==> src/rtl/hsp_pkg.sv <==
// Shared definitions for the handshaked input port.
// Assumes all processor bus inputs are synchronous to the port clock.
package hsp_pkg;

    localparam int unsigned HSP_DATA_W = 8;

    // Decodes a qualified processor read of the data register.
    function automatic logic cpu_read_active(
        input logic rd_n,
        input logic ce_n,
        input logic dsel,
        input logic iorq_n
    );
        return (!rd_n) && (!ce_n) && dsel && (!iorq_n);
    endfunction

endpackage

==> src/rtl/hsp_edge_det.sv <==
// Single-bit edge detector.
// Registers the input on the rising clock edge and flags either a rising
// or a falling transition, chosen by parameter. Assumes a synchronous input.
module hsp_edge_det #(
    parameter bit RST_VAL     = 1'b0,
    parameter bit DETECT_RISE = 1'b1
) (
    input  logic clk,
    input  logic rst_n,
    input  logic sig,
    output logic pulse
);
    logic prev_q;

    // Remember the previous level of the input.
    always_ff @(posedge clk) begin
        if (!rst_n) prev_q <= RST_VAL;
        else        prev_q <= sig;
    end

    generate
        if (DETECT_RISE) begin : g_rise
            assign pulse = sig & ~prev_q;
        end else begin : g_fall
            assign pulse = ~sig & prev_q;
        end
    endgenerate
endmodule

==> src/rtl/hsp_in_reg.sv <==
// Input holding register.
// Captures the pins while the strobe is low and loading is permitted.
// Tracks whether a capture happened since the last strobe rise, so that
// only a rise ending a real capture is reported as committed.
module hsp_in_reg #(
    parameter int unsigned W = 8
) (
    input  logic         clk,
    input  logic         rst_n,
    input  logic         strb_n,
    input  logic [W-1:0] port_d,
    input  logic         ready,
    input  logic         cpu_read,
    input  logic         strb_rise,
    output logic [W-1:0] data_q,
    output logic         commit
);
    logic armed_q;
    logic load;

    assign load   = !strb_n && ready && !cpu_read;
    assign commit = strb_rise && armed_q;

    // Capture the pins when loading is permitted.
    always_ff @(posedge clk) begin
        if (!rst_n)    data_q <= '0;
        else if (load) data_q <= port_d;
    end

    // Note whether the current strobe pulse captured anything.
    always_ff @(posedge clk) begin
        if (!rst_n)         armed_q <= 1'b0;
        else if (load)      armed_q <= 1'b1;
        else if (strb_rise) armed_q <= 1'b0;
    end
endmodule

==> src/rtl/hsp_ready_ctrl.sv <==
// Full state and ready output.
// The full flag updates on the rising edge. Ready is recomputed on each
// falling edge from the full flag and the live read decode. Ready therefore
// drops one half-cycle after a commit and is held low during any read.
module hsp_ready_ctrl (
    input  logic clk,
    input  logic rst_n,
    input  logic commit,
    input  logic read_done,
    input  logic cpu_read,
    output logic ready
);
    logic full_q;

    // Set on a committed strobe, clear when a read finishes.
    always_ff @(posedge clk) begin
        if (!rst_n)         full_q <= 1'b0;
        else if (commit)    full_q <= 1'b1;
        else if (read_done) full_q <= 1'b0;
    end

    // Ready changes only on the falling clock edge.
    always_ff @(negedge clk) begin
        if (!rst_n) ready <= 1'b1;
        else        ready <= !full_q && !cpu_read;
    end
endmodule

==> src/rtl/hsp_irq_ctrl.sv <==
// Interrupt enable and pending request.
// A committed strobe sets the pending flag when enabled. An acknowledge
// clears it, and a simultaneous commit wins. The request is gated by
// the priority input.
module hsp_irq_ctrl (
    input  logic clk,
    input  logic rst_n,
    input  logic ien_load,
    input  logic ien_value,
    input  logic commit,
    input  logic int_ack,
    input  logic prio_in,
    output logic int_req
);
    logic ien_q;
    logic pend_q;

    // Interrupt enable written by the processor side.
    always_ff @(posedge clk) begin
        if (!rst_n)        ien_q <= 1'b0;
        else if (ien_load) ien_q <= ien_value;
    end

    // Pending request: set by an enabled commit, cleared by acknowledge.
    always_ff @(posedge clk) begin
        if (!rst_n)                pend_q <= 1'b0;
        else if (commit && ien_q)  pend_q <= 1'b1;
        else if (int_ack)          pend_q <= 1'b0;
    end

    assign int_req = pend_q && prio_in;
endmodule

==> src/rtl/hs_input_port.sv <==
// Handshaked parallel input port, top level.
// Joins the strobe and read edge detectors, the holding register, the
// ready logic and the interrupt logic. Assumes every input is synchronous
// to clk and the peripheral strobes only while rdy_o is high.
module hs_input_port #(
    parameter int unsigned DATA_W = hsp_pkg::HSP_DATA_W
) (
    input  logic              clk,
    input  logic              rst_n,
    input  logic [DATA_W-1:0] port_d,
    input  logic              strb_n,
    output logic              rdy_o,
    input  logic              cpu_rd_n,
    input  logic              cpu_ce_n,
    input  logic              cpu_dsel,
    input  logic              cpu_iorq_n,
    output logic [DATA_W-1:0] cpu_data,
    input  logic              ien_load,
    input  logic              ien_value,
    input  logic              prio_in,
    input  logic              int_ack,
    output logic              int_req
);
    logic rd_act;
    logic strb_rise;
    logic read_done;
    logic commit;

    assign rd_act = hsp_pkg::cpu_read_active(cpu_rd_n, cpu_ce_n, cpu_dsel, cpu_iorq_n);

    hsp_edge_det #(.RST_VAL(1'b1), .DETECT_RISE(1'b1)) i_strb_edge (
        .clk(clk), .rst_n(rst_n), .sig(strb_n), .pulse(strb_rise)
    );

    hsp_edge_det #(.RST_VAL(1'b0), .DETECT_RISE(1'b0)) i_read_edge (
        .clk(clk), .rst_n(rst_n), .sig(rd_act), .pulse(read_done)
    );

    hsp_in_reg #(.W(DATA_W)) i_in_reg (
        .clk(clk), .rst_n(rst_n), .strb_n(strb_n), .port_d(port_d),
        .ready(rdy_o), .cpu_read(rd_act), .strb_rise(strb_rise),
        .data_q(cpu_data), .commit(commit)
    );

    hsp_ready_ctrl i_ready (
        .clk(clk), .rst_n(rst_n), .commit(commit), .read_done(read_done),
        .cpu_read(rd_act), .ready(rdy_o)
    );

    hsp_irq_ctrl i_irq (
        .clk(clk), .rst_n(rst_n), .ien_load(ien_load), .ien_value(ien_value),
        .commit(commit), .int_ack(int_ack), .prio_in(prio_in), .int_req(int_req)
    );
endmodule

==> config.mk <==
export PLATFORM = sky130hd
export DESIGN_NAME = hs_input_port
export DESIGN_NICKNAME = d
export VERILOG_FILES = /design/src/rtl/hsp_pkg.sv /design/src/rtl/hsp_edge_det.sv /design/src/rtl/hsp_in_reg.sv /design/src/rtl/hsp_ready_ctrl.sv /design/src/rtl/hsp_irq_ctrl.sv /design/src/rtl/hs_input_port.sv
export SDC_FILE = /design/constraint.sdc
export NUM_CORES = 1
export LEC_CHECK = 0
export BUFFER_PORTS_ARGS = -buffer_cell sky130_fd_sc_hd__clkbuf_2
export CAP_MARGIN = 15
export CORE_UTILIZATION = 46
export CTS_BUF_LIST = sky130_fd_sc_hd__clkbuf_8
export DETAILED_ROUTE_END_ITERATION = 8
export PLACE_DENSITY = 0.79
export SLEW_MARGIN = 0
export SYNTH_ARGS = -nofsm -noshare
export SYNTH_HDL_FRONTEND = slang
export SYNTH_HIERARCHICAL = 1
export SYNTH_SLANG_ARGS = --single-unit
==> constraint.sdc <==
create_clock -name clk -period 1.1 [get_ports clk]
set_input_delay 0.11 -clock clk [delete_from_list [all_inputs] [get_ports clk]]
set_output_delay 0.11 -clock clk [all_outputs]
set_load 0.01 [all_outputs]
* Word level (Yosys, flattened, before mapping)
Index checks and enable logic that the tools add are counted.
** Word-level totals
- Bits in registers :: 15
- Input bits :: 19
- Output and inout port bits :: 10
** Operators by class
- Muxes and demuxes :: 6
- Bitwise logic cells :: 4
- Reduce and logical (&&, ||, !) cells :: 18
** Operators by type and width (number)
- logical AND 1 bit :: 9
- zero test 1 bit :: 6
- 2-to-1 mux 1 bit :: 6
- nonzero test 2 bit :: 3
- bitwise AND 1 bit :: 2
- inverter 1 bit :: 2

* Longest topological paths before layout
- Depth after elaboration :: 8
- Gate-level depth with buffers :: 4

* By module
Netlist, hierarchy kept.
** By module, submodules not included
- hsp_in_reg :: instances 1, cells each 40, area an instance 382.9 um^2, sequential area each 180.2 um^2
- hsp_irq_ctrl :: instances 1, cells each 8, area an instance 80.1 um^2, sequential area each 40.0 um^2
- hsp_ready_ctrl :: instances 1, cells each 6, area an instance 70.1 um^2, sequential area each 40.0 um^2
- hsp_edge_det (i_strb_edge) :: instances 1, cells each 3, area an instance 40.0 um^2, sequential area each 20.0 um^2
- hsp_edge_det (i_read_edge) :: instances 1, cells each 3, area an instance 36.3 um^2, sequential area each 20.0 um^2
- hs_input_port :: instances 1, cells each 1, area an instance 15.0 um^2, sequential area each 0.0 um^2

==> metrics.md <==
| Metric | Value |
|---|---|
| Rel. slew slack | 85.6% |
| Final hold vios | 0 |
| Crit-path max cell delay | 0.31 ns |
| Worst Hold Path EP | i_in_reg/data_q[5] |
| Slowest library cell on the worst path | dfxtp_2 |
| Failing checks | setup timing |
| # DRC | 0 |
| Hold Crit Start | port_d[5] |
| First-pass GRT wire length | 1550 um |
| Finished Cell Area | 847 sq um |
| Reg2Reg Depth | 3 |
| Gr usage total | 15.9% |
| Reg2reg start | i_ready/ready |
| RSZ-0062 raised after global routing | true |
| Clock Skews | 0.0626 ns |
| Post-synth top area cell | dfxtp_1 |
| DIE AREA | 1510 sq um |
| Fill cell count | 97 |
| Final worst slack | -0.429 ns |
| Dominant cells by area after synthesis | dfxtp_1 48%, mux2i_1 14%, nand2_1 10% |
| Synthesized Nets | 80 |
| Largest net degree at the start of global routing | 23 |
| Critical Path, Cell by Cell | nor3b_2, buf_6, mux2i_1 |
| Setup violators final | 10 |
| Initial DRC count | 4 |
| Pins Over Slew Limit | 0 |
| Crit Path Max Fanout | 9 |
| CP arrival | 1.70 ns |
| DRT antenna net count | 0 |
| Hold Path Class | primary input to flop |
| Die extent in y | 38.8 um |
| Total congestion overflow | 0 |
| Global placer's final weighted congestion | 0.702 |
| Clock Latency Late Sink | 0.30 ns |
| Most common cell after layout, fill and taps aside | clkbuf_2 |
| 1st-pass router iterations | 3 |
| Ports | 29 |
| Clock Path Buffers | 2 |
| Floorplan row count | 12 |
| CTS tree | yes |
| Max Cap Violations | 0 |
| Critical path class | flop to flop |
| Status | finished, violations left |
| YS warnings | 6 |
| VDD IR max | 777 uV |
| FF-to-FF setup slack | -0.43 ns |
| Measured slew at the worst slew-check pin | 0.215 ns |
| Syn Area/Cell | 10.2 sq um |
| WL/cell | 9.77 um |
| Vias/cell | 4.48 |
| Yosys reg bits | 15 |
| Pwr/cell area | 1390 nW/um^2 |
| PortBufs | 28 |
| Hold depth | 3 |
| Placed cells | 103 |
| Synthesized area | 624 sq um |
| TNS Setup | -4.07 ns |
| Synth top area share | 48.1% |
| Number of global-route vias before repair | 374 |
| Placed inst area | 785 sq um |
| Core box area | 1190 sq um |
| Unique masters post-synth | 17 |
| Fin cells | 108 |
| LEAKAGE | 0.427 nW |
| R2R Path End | i_in_reg/data_q[4] |
| Antenna violations before repair | 0 |
| Worst hold slack | 0.0902 ns |
| Crit path launch type | flop |
| H-tree lvl count | 1 |
| Clk slew on worst S/H paths | 0.06 ns |
| Most frequent cells in the layout | 27 x clkbuf_2, 17 x nand2_1, 14 x dfxtp_1, 9 x mux2i_1 |
| Area Overhead vs Synth | 35.7% |
| Post-DP HPWL | 801 um |
| Final WL | 1060 um |
| CTS Root Cell | clkbuf_8 |
| Capturing element type of the critical path | flop |
| Layout cell share with drive strength beyond 1 | 44.7% |
| TritonCTS Buffers | 3 |
| Total Nets Final | 114 |
| Mapped Cells | 61 |
| Chip Width | 38.8 um |
| CP required | 1.27 ns |
| Seq/Total Area, Yosys | 48.1% |
| Sink Count | 15 |
| Initial Utilization | 52.6% |
| N_diodes | 0 |
| Total power | 1.18 mW |
| Via count | 484 |
-- worst max-delay path, delay by kind of cell (launching register included) --
kind,cells,cell delay [ns]
flip-flops,1,0.31
buffers and inverters,1,0.18
multiplexers,1,0.20
AND/OR/NAND/NOR,1,0.16
-- final cells by class --
class | count | area, sq um | area share [%]
well taps | 14 | 17.5 | 2.07
clock buffers | 3 | 41.3 | 4.87
clock inverters | 2 | 7.51 | 0.886
multi-input cells | 42 | 299 | 35.3
flip-flops and latches | 15 | 302 | 35.6
repair buffers | 32 | 180 | 21.3
-- registers in the layout, summed over array words and instances, names as in the netlist --
signal	cells
i_in_reg/armed_q	1
i_in_reg/data_q	8
i_irq/ien_q	1
i_irq/pend_q	1
i_read_edge/prev_q	1
i_ready/full_q	1
i_ready/ready	1
i_strb_edge/prev_q	1
-- worst max-delay path by stage --
stage,from,to,depth (start not counted)
2_1_floorplan,i_ready/ready,i_in_reg/data_q[0],3
3_3_place_gp,i_ready/ready,i_in_reg/data_q[2],3
3_5_place_dp,i_ready/ready,i_in_reg/data_q[2],3
4_1_cts,i_ready/ready,i_in_reg/data_q[4],3
5_1_grt,i_ready/ready,i_in_reg/data_q[4],3
6_report,i_ready/ready,i_in_reg/data_q[4],3
-- report_power, final --
part           switching [mW]  total (mW)  leakage (nW)  internal [mW]
clock                   0.186       0.437        0.0322          0.251
sequential             0.0143       0.589         0.123          0.574
combinational          0.0680       0.153         0.272         0.0849
-- synth_stat cells --
cell type / n
and2_2: 1
and2_1: 2
nor2b_4: 2
mux2i_1: 9
a21boi_1: 1
o21a_1: 2
buf_4: 1
nor2b_1: 2
nand2b_1: 2
o21ai_0: 1
nor3b_2: 1
buf_6: 2
nor4b_2: 1
dfxtp_1: 15
nand2_1: 17
and2b_2: 1
inv_1: 1
-- logic make-up after synthesis --
logic type             count (synthesis)  share of synthesized area (%)
multiplexers                           9                           14.4
buffers and inverters                  4                           5.41
AO/OA/AOI/OAI                          4                           4.41
AND/OR/NAND/NOR                       29                           27.7
flip-flops                            15                           48.1
-- layer usage --
metal | up-vias | global-route usage [%] | wire length, um | part of all wire [%]
met5 | - | 0 | 0 | 0
met4 | 0 | 10.3 | 4 | 0.38
met3 | 2 | 5.20 | 52 | 4.9
met2 | 15 | 24.2 | 512 | 49
met1 | 203 | 19.0 | 487 | 46
li1 | 264 | - | - | -
-- repair_timing --
action,CTS,global route
resized for setup,1,2
setup buffers,0,1
hold buffers,0,0
setup endpoints to repair,10,10
-- metrics by stage --
stage / utilization, % / setup WS [ns]
3_3_place_gp: 66.1 / -0.357
5_1_grt: 71.4 / -0.462
3_5_place_dp: 66.1 / -0.383
4_1_cts: 70.3 / -0.442
6_report: 71.4 / -0.429
2_1_floorplan: - / -0.345
(Power assumes the default switching activity.)
